--- src/rtl/boot_mode_pkg.sv ---
`timescale 1ns/1ps
package boot_mode_pkg;
  localparam int DRV_LSB   = 13;
  localparam int DRV_W     = 2;
  localparam int HS_BIT    = 26;
  localparam int RATIO_LSB = 16;
  localparam int RATIO_CW  = 4;
  localparam int RATIO_OW  = 5;
  localparam int MIN_WORD  = HS_BIT + 1;

  typedef struct packed {
    logic [RATIO_OW-1:0] ratio_x2;
    logic [DRV_W-1:0]    drive;
    logic                hs_en;
  } boot_cfg_t;

  function automatic logic [RATIO_OW-1:0] ratio_code_x2(input logic [RATIO_CW-1:0] code);
    if (code <= 4'd6)
      return 5'd4 + {1'b0, code};
    else if (code <= 4'd10)
      return 5'd12 + {code - 4'd7, 1'b0};
    else
      return 5'd4;
  endfunction

  function automatic logic [DRV_W-1:0] drive_code(input logic [DRV_W-1:0] raw);
    return (raw == 2'b10) ? 2'b10 : 2'b01;
  endfunction
endpackage

--- src/rtl/mode_clk_gen.sv ---
`timescale 1ns/1ps
module mode_clk_gen #(
  parameter int DIV = 256
) (
  input  logic clk,
  input  logic rst,
  input  logic run,
  output logic mclk,
  output logic rise_stb,
  output logic wrap_stb
);
  localparam int CW   = (DIV > 2) ? $clog2(DIV) : 1;
  localparam int HALF = DIV / 2;

  logic [CW-1:0] cnt_q;
  logic          mclk_q;
  logic          at_half;
  logic          at_end;

  assign at_half  = (cnt_q == CW'(HALF - 1));
  assign at_end   = (cnt_q == CW'(DIV - 1));
  assign rise_stb = run & at_half;
  assign wrap_stb = run & at_end;
  assign mclk     = mclk_q;

  always_ff @(posedge clk) begin
    if (rst || !run) begin
      cnt_q  <= '0;
      mclk_q <= 1'b0;
    end else begin
      cnt_q <= at_end ? '0 : cnt_q + 1'b1;
      if (at_half)
        mclk_q <= 1'b1;
      else if (at_end)
        mclk_q <= 1'b0;
    end
  end
endmodule

--- src/rtl/mode_shifter.sv ---
`timescale 1ns/1ps
module mode_shifter #(
  parameter int WORD_W = 256
) (
  input  logic              clk,
  input  logic              rst,
  input  logic              shift_en,
  input  logic              din,
  output logic [WORD_W-1:0] word,
  output logic              full
);
  localparam int BCW = $clog2(WORD_W + 1);

  logic [WORD_W-1:0] sr_q;
  logic [BCW-1:0]    bits_q;

  assign full = (bits_q == BCW'(WORD_W));
  assign word = sr_q;

  always_ff @(posedge clk) begin
    if (rst) begin
      sr_q   <= '0;
      bits_q <= '0;
    end else if (shift_en && !full) begin
      sr_q   <= {din, sr_q[WORD_W-1:1]};
      bits_q <= bits_q + 1'b1;
    end
  end
endmodule

--- src/rtl/mode_field_latch.sv ---
`timescale 1ns/1ps
module mode_field_latch
  import boot_mode_pkg::*;
#(
  parameter int WORD_W = 256
) (
  input  logic              clk,
  input  logic              rst,
  input  logic              load,
  input  logic [WORD_W-1:0] word,
  output boot_cfg_t         cfg
);
  boot_cfg_t cfg_q;
  boot_cfg_t cfg_d;

  always_comb begin
    cfg_d.ratio_x2 = ratio_code_x2(word[RATIO_LSB +: RATIO_CW]);
    cfg_d.drive    = drive_code(word[DRV_LSB +: DRV_W]);
    cfg_d.hs_en    = word[HS_BIT];
  end

  always_ff @(posedge clk) begin
    if (rst)
      cfg_q <= '0;
    else if (load)
      cfg_q <= cfg_d;
  end

  assign cfg = cfg_q;
endmodule

--- src/rtl/boot_mode_loader.sv ---
`timescale 1ns/1ps
module boot_mode_loader
  import boot_mode_pkg::*;
#(
  parameter int DIV    = 256,
  parameter int WORD_W = 256
) (
  input  logic              clk,
  input  logic              rst,
  input  logic              supply_ok,
  input  logic              ext_rst,
  input  logic              mode_din,
  output logic              mode_clk,
  output logic              load_done,
  output logic              core_rst,
  output logic [WORD_W-1:0] mode_word,
  output logic [4:0]        ratio_x2,
  output logic [1:0]        drive_sel,
  output logic              hs_en
);
  logic      run_q;
  logic      done_q;
  logic      core_rst_q;
  logic      rise_stb;
  logic      wrap_stb;
  logic      full;
  logic      finish;
  boot_cfg_t cfg;

  generate
    if (WORD_W < MIN_WORD || DIV < 4 || (DIV % 2) != 0) begin : g_bad_cfg
      initial $error("boot_mode_loader: unsupported DIV/WORD_W");
    end
  endgenerate

  mode_clk_gen #(.DIV(DIV)) clkgen_i (
    .clk      (clk),
    .rst      (rst),
    .run      (run_q),
    .mclk     (mode_clk),
    .rise_stb (rise_stb),
    .wrap_stb (wrap_stb)
  );

  mode_shifter #(.WORD_W(WORD_W)) shifter_i (
    .clk      (clk),
    .rst      (rst),
    .shift_en (rise_stb),
    .din      (mode_din),
    .word     (mode_word),
    .full     (full)
  );

  assign finish = run_q & wrap_stb & full;

  mode_field_latch #(.WORD_W(WORD_W)) fields_i (
    .clk  (clk),
    .rst  (rst),
    .load (finish),
    .word (mode_word),
    .cfg  (cfg)
  );

  always_ff @(posedge clk) begin
    if (rst) begin
      run_q  <= 1'b0;
      done_q <= 1'b0;
    end else if (!done_q) begin
      if (!run_q && supply_ok)
        run_q <= 1'b1;
      else if (finish) begin
        run_q  <= 1'b0;
        done_q <= 1'b1;
      end
    end
  end

  always_ff @(posedge clk) begin
    if (rst)
      core_rst_q <= 1'b1;
    else
      core_rst_q <= !done_q || ext_rst;
  end

  assign load_done = done_q;
  assign core_rst  = core_rst_q;
  assign ratio_x2  = cfg.ratio_x2;
  assign drive_sel = cfg.drive;
  assign hs_en     = cfg.hs_en;
endmodule

--- config.mk ---
export PLATFORM = sky130hd
export DESIGN_NAME = boot_mode_loader
export DESIGN_NICKNAME = d
export VERILOG_FILES = /design/src/rtl/boot_mode_pkg.sv /design/src/rtl/mode_clk_gen.sv /design/src/rtl/mode_shifter.sv /design/src/rtl/mode_field_latch.sv /design/src/rtl/boot_mode_loader.sv
export SDC_FILE = /design/constraint.sdc
export NUM_CORES = 1
export LEC_CHECK = 0
export BUFFER_PORTS_ARGS = -buffer_cell sky130_fd_sc_hd__buf_2
export CELL_PAD_IN_SITES_DETAIL_PLACEMENT = 2
export CELL_PAD_IN_SITES_GLOBAL_PLACEMENT = 2
export CORE_MARGIN = 1.5
export CORE_UTILIZATION = 30
export CTS_BUF_LIST = sky130_fd_sc_hd__clkbuf_4
export CTS_CLUSTER_SIZE = 8
export DETAILED_ROUTE_END_ITERATION = 16
export PLACE_DENSITY = 0.87
export SLEW_MARGIN = 10
export SYNTH_ARGS = -nofsm -noshare
export SYNTH_HDL_FRONTEND = slang
export SYNTH_SLANG_ARGS = --single-unit
export TNS_END_PERCENT = 100
--- constraint.sdc ---
create_clock -name clk -period 2.7 [get_ports clk]
set_clock_uncertainty 0.15 [all_clocks]
set_input_delay 0 -clock clk [delete_from_list [all_inputs] [get_ports clk]]
set_output_delay 0 -clock clk [all_outputs]
set_load 0.005 [all_outputs]
==> results.md <==
* WL per Instance at 17.6 um
* H-tree lvl count at 3
* Clock Sinks at 285
* Achievable clock frequency at 405 MHz
* Worst setup startpoint: clkgen_i.cnt_q[0]
* Leakage power of the design at 5.29 nW
* Post-synthesis async set-or-reset flop share at 0
* HPWL after detailed placement at 22.1 mm
* CORE AREA at 0.0334 sq mm
* DIE HEIGHT at 187 um
* Number of nets at the end of the flow at 1573
* Starting DRT DRC Count at 464
* Leading cell type by number of instances after synthesis: sky130_fd_sc_hd__nand2_1
* Comb power frac at 0.011
* Final worst setup slack at 230 ps
* Sum of negative setup slack at 0 ps
* Post-CTS Setup Inserts at 0
* Fraction of final layout cells sized beyond drive strength 1 at 0.259
* Antenna Violating Nets Remaining at 0
* Worst relative slew slack at 0.555
* R2r worst-path depth at 6
* Most common library cells after synthesis: 521 x sky130_fd_sc_hd__nand2_1, 285 x sky130_fd_sc_hd__dfxtp_1, 266 x sky130_fd_sc_hd__a21oi_1
* Power after layout at 8.62 mW
* Critical path peak fanout at 132
* Post-Place Worst Slack at 292 ps
* Final design area excluding fillers at 0.0131 sq mm
* Count of state elements after synthesis at 285
* Worst path arrival time at 2970 ps
* Period utilisation layout at 0.915
* Number of top-level pins at 272
* Clk_lat worst skew at 760 ps
* Synthesis Warnings at 0
* Type of destination of the critical path: flop
* Pin count of the biggest net entering global routing at 133
* Total placed cells including tap cells at 1915
* Drt pass-1 iters at 4
* Net switching power at 2.02 mW
* Total detailed-routing wirelength at 36.4 mm
* Max IR drop VDD at 0.308 mV
* Overall Global Routing Usage at 0.209
* Vias post-DR at 9937
* Commonest register cell after synthesis: sky130_fd_sc_hd__dfxtp_1
* Root buffer selected by CTS: sky130_fd_sc_hd__clkbuf_4
* Clock share of power at 0.501
* Slack of the worst reg-to-reg path at 230 ps
* Max clock buf depth at 3
* Max capacitance violation total at 0
* Setup-failing EPs final at 0
* Synth area leaders: sky130_fd_sc_hd__dfxtp_1 56%, sky130_fd_sc_hd__nand2_1 19%, sky130_fd_sc_hd__a21oi_1 13%
* Horiz. Die Dim at 187 um
* Final weighted congestion of routability-driven global placement at 0.767
* Initial antenna violation count at 1
* Number of standard cells in the final layout excluding fillers at 2068
* Count of endpoints failing hold in the final timing report at 0
* Number of clock buffers inserted by TritonCTS at 82
* Number of synthesized flops with an enable pin at 0
* Internal power at 6.60 mW
* Mean post-synth cell area at 7.98 sq um
* Path class of the lowest-slack min-delay path: in2reg
* Number of global-route vias before repair at 10907
* Share of Yosys cell area claimed by the top area cell type at 0.562
* Cell Area, Placed at 0.0119 sq mm
* Status: finished clean
* Part of the power in registers at 0.488
* Starting Density at 0.303
* Unrepaired setup endpoints after global routing: false
* Post-synth cell types at 38
* Summed instance area of the synthesized netlist at 0.0101 sq mm
* Port Buf Inserts at 271
* Number of remaining DRC errors at 0
* Type of the worst setup path: reg2reg
* Net count of the mapped netlist at 1286
* Endpoint required time on the critical path at 3200 ps
* Type of element launching the critical path: flop
* Termination of the worst setup path: shifter_i.word[152]
* Relative area change from synthesis to final layout at 28.7%
* Clock tree from TritonCTS: built
* Slew at the pin closest to its max-slew limit at 668 ps
* Die area at 0.0349 sq mm
* Wire length of the first global-routing pass at 59.1 mm
* Synthesized netlist cell count at 1272
* Per-cell via count in the routed design at 4.81
* Number of core rows at 67
* Crit Reg-Reg Endpoint: shifter_i.word[152]
* Launch point of the worst reg-to-reg path: clkgen_i.cnt_q[0]
* Period minus WS final at 2470 ps
* Switch share at 0.235
* Power density cells at 660 mW/mm^2
* Remaining global-route overflow at 0
* Clock transition time at the flip-flop clock pins of the worst setup and hold paths at 60 ps
* Seq/Total Area, Yosys at 0.562
* Top cell type by total area after synthesis: sky130_fd_sc_hd__dfxtp_1
* Number of max-slew violations in the final report at 0
[per-stage QoR]
step           hold WS (ps)  utilization
2_1_floorplan         -51.2            -
5_1_grt                 262        0.390
3_5_place_dp           58.3        0.355
3_3_place_gp           28.3        0.355
4_1_cts                 179        0.390
6_report                240        0.390
[layout by cell type (no fill, tap or decap), drive strengths merged, types with 3 or more instances in the layout]
| master | count |
|---|---|
| xnor2 | 8 |
| nand2b | 8 |
| nor2 | 21 |
| inv | 9 |
| a211oi | 3 |
| clkinv | 22 |
| o21bai | 3 |
| o21ai | 5 |
| dlygate4sd3 | 8 |
| nand3 | 7 |
| bufinv | 4 |
| or3 | 6 |
| nand2 | 521 |
| xor2 | 3 |
| a21oi | 266 |
| nand4 | 4 |
| clkbuf | 119 |
| a31oi | 3 |
| dfxtp | 285 |
| buf | 285 |
| ha | 9 |
[logic make-up after synthesis]
family | share of synthesized area
AOI/OAI and AO/OA | 0.146
xor gates and xnor gates | 0.00950
adders and majority gates | 0.0111
buffers and inverters | 0.0443
DFF | 0.562
muxes | 0.00197
and+or+nand+nor | 0.225
[worst min-delay path by stage]
stage | from | endpoint | slack (ps) | cells past startpoint
2_1_floorplan | ext_rst | core_rst | -50 | 1
3_3_place_gp | ext_rst | core_rst | 30 | 2
3_5_place_dp | ext_rst | core_rst | 60 | 2
4_1_cts | rst | shifter_i.bits_q[3] | 180 | 3
5_1_grt | rst | shifter_i.bits_q[0] | 260 | 3
6_report | rst | fields_i.cfg[2] | 240 | 3
[metal layers]
metal	vias up	share of wire	GRT usage	wire (um)
li1	4738	-	-	-
met1	4852	0.42	0.237	15400
met2	300	0.49	0.359	17700
met3	47	0.072	0.0745	2620
met4	0	0.020	0.0779	731
met5	-	0	0	0
[state kept, by name, summed over array words and instances (netlist names)]
name and count:
clkgen_i.cnt_q 8, clkgen_i.mclk 1, core_rst 1, fields_i.cfg 8, load_done 1, run_q 1, shifter_i.bits_q 9, shifter_i.word 256
[cell type report]
cell class | instances | area (sq um)
Tap cell | 448 | 561
Clock buffer | 117 | 878
Antenna cell | 1 | 2.50
Sequential cell | 285 | 5710
Inverter | 8 | 30.0
Fill cell | 3891 | 20400
Timing Repair Buffer | 295 | 1660
Clock inverter | 27 | 211
Multi-Input combinational cell | 887 | 4010
[power by group through the flow]
stage | Clock [mW] | Sequential (mW) | Combinational [mW]
after floorplan | 0 | 4.30 | 0.0612
after global placement | 0 | 4.30 | 0.0891
after detailed placement | 0 | 4.30 | 0.0881
after CTS | 4.50 | 4.21 | 0.0972
after global routing | 4.75 | 4.20 | 0.106
final | 4.32 | 4.21 | 0.0969
[critical path: stages (launching register included)]
cell and delay [ps]:
sky130_fd_sc_hd__dfxtp_1 370, sky130_fd_sc_hd__ha_2 250, sky130_fd_sc_hd__nand4b_1 280, sky130_fd_sc_hd__a211oi_4 400
sky130_fd_sc_hd__clkbuf_16 460, sky130_fd_sc_hd__nand2_1 140, sky130_fd_sc_hd__a21oi_1 210
[what timing repair did]
action / CTS / global route
hold buffers: 8 / 0
endpoints found under the hold margin: 247 / 0
endpoints found under the setup margin: 0 / 6
resized for setup: 0 / 2
Note: power is estimated with default switching activity, not from simulation.
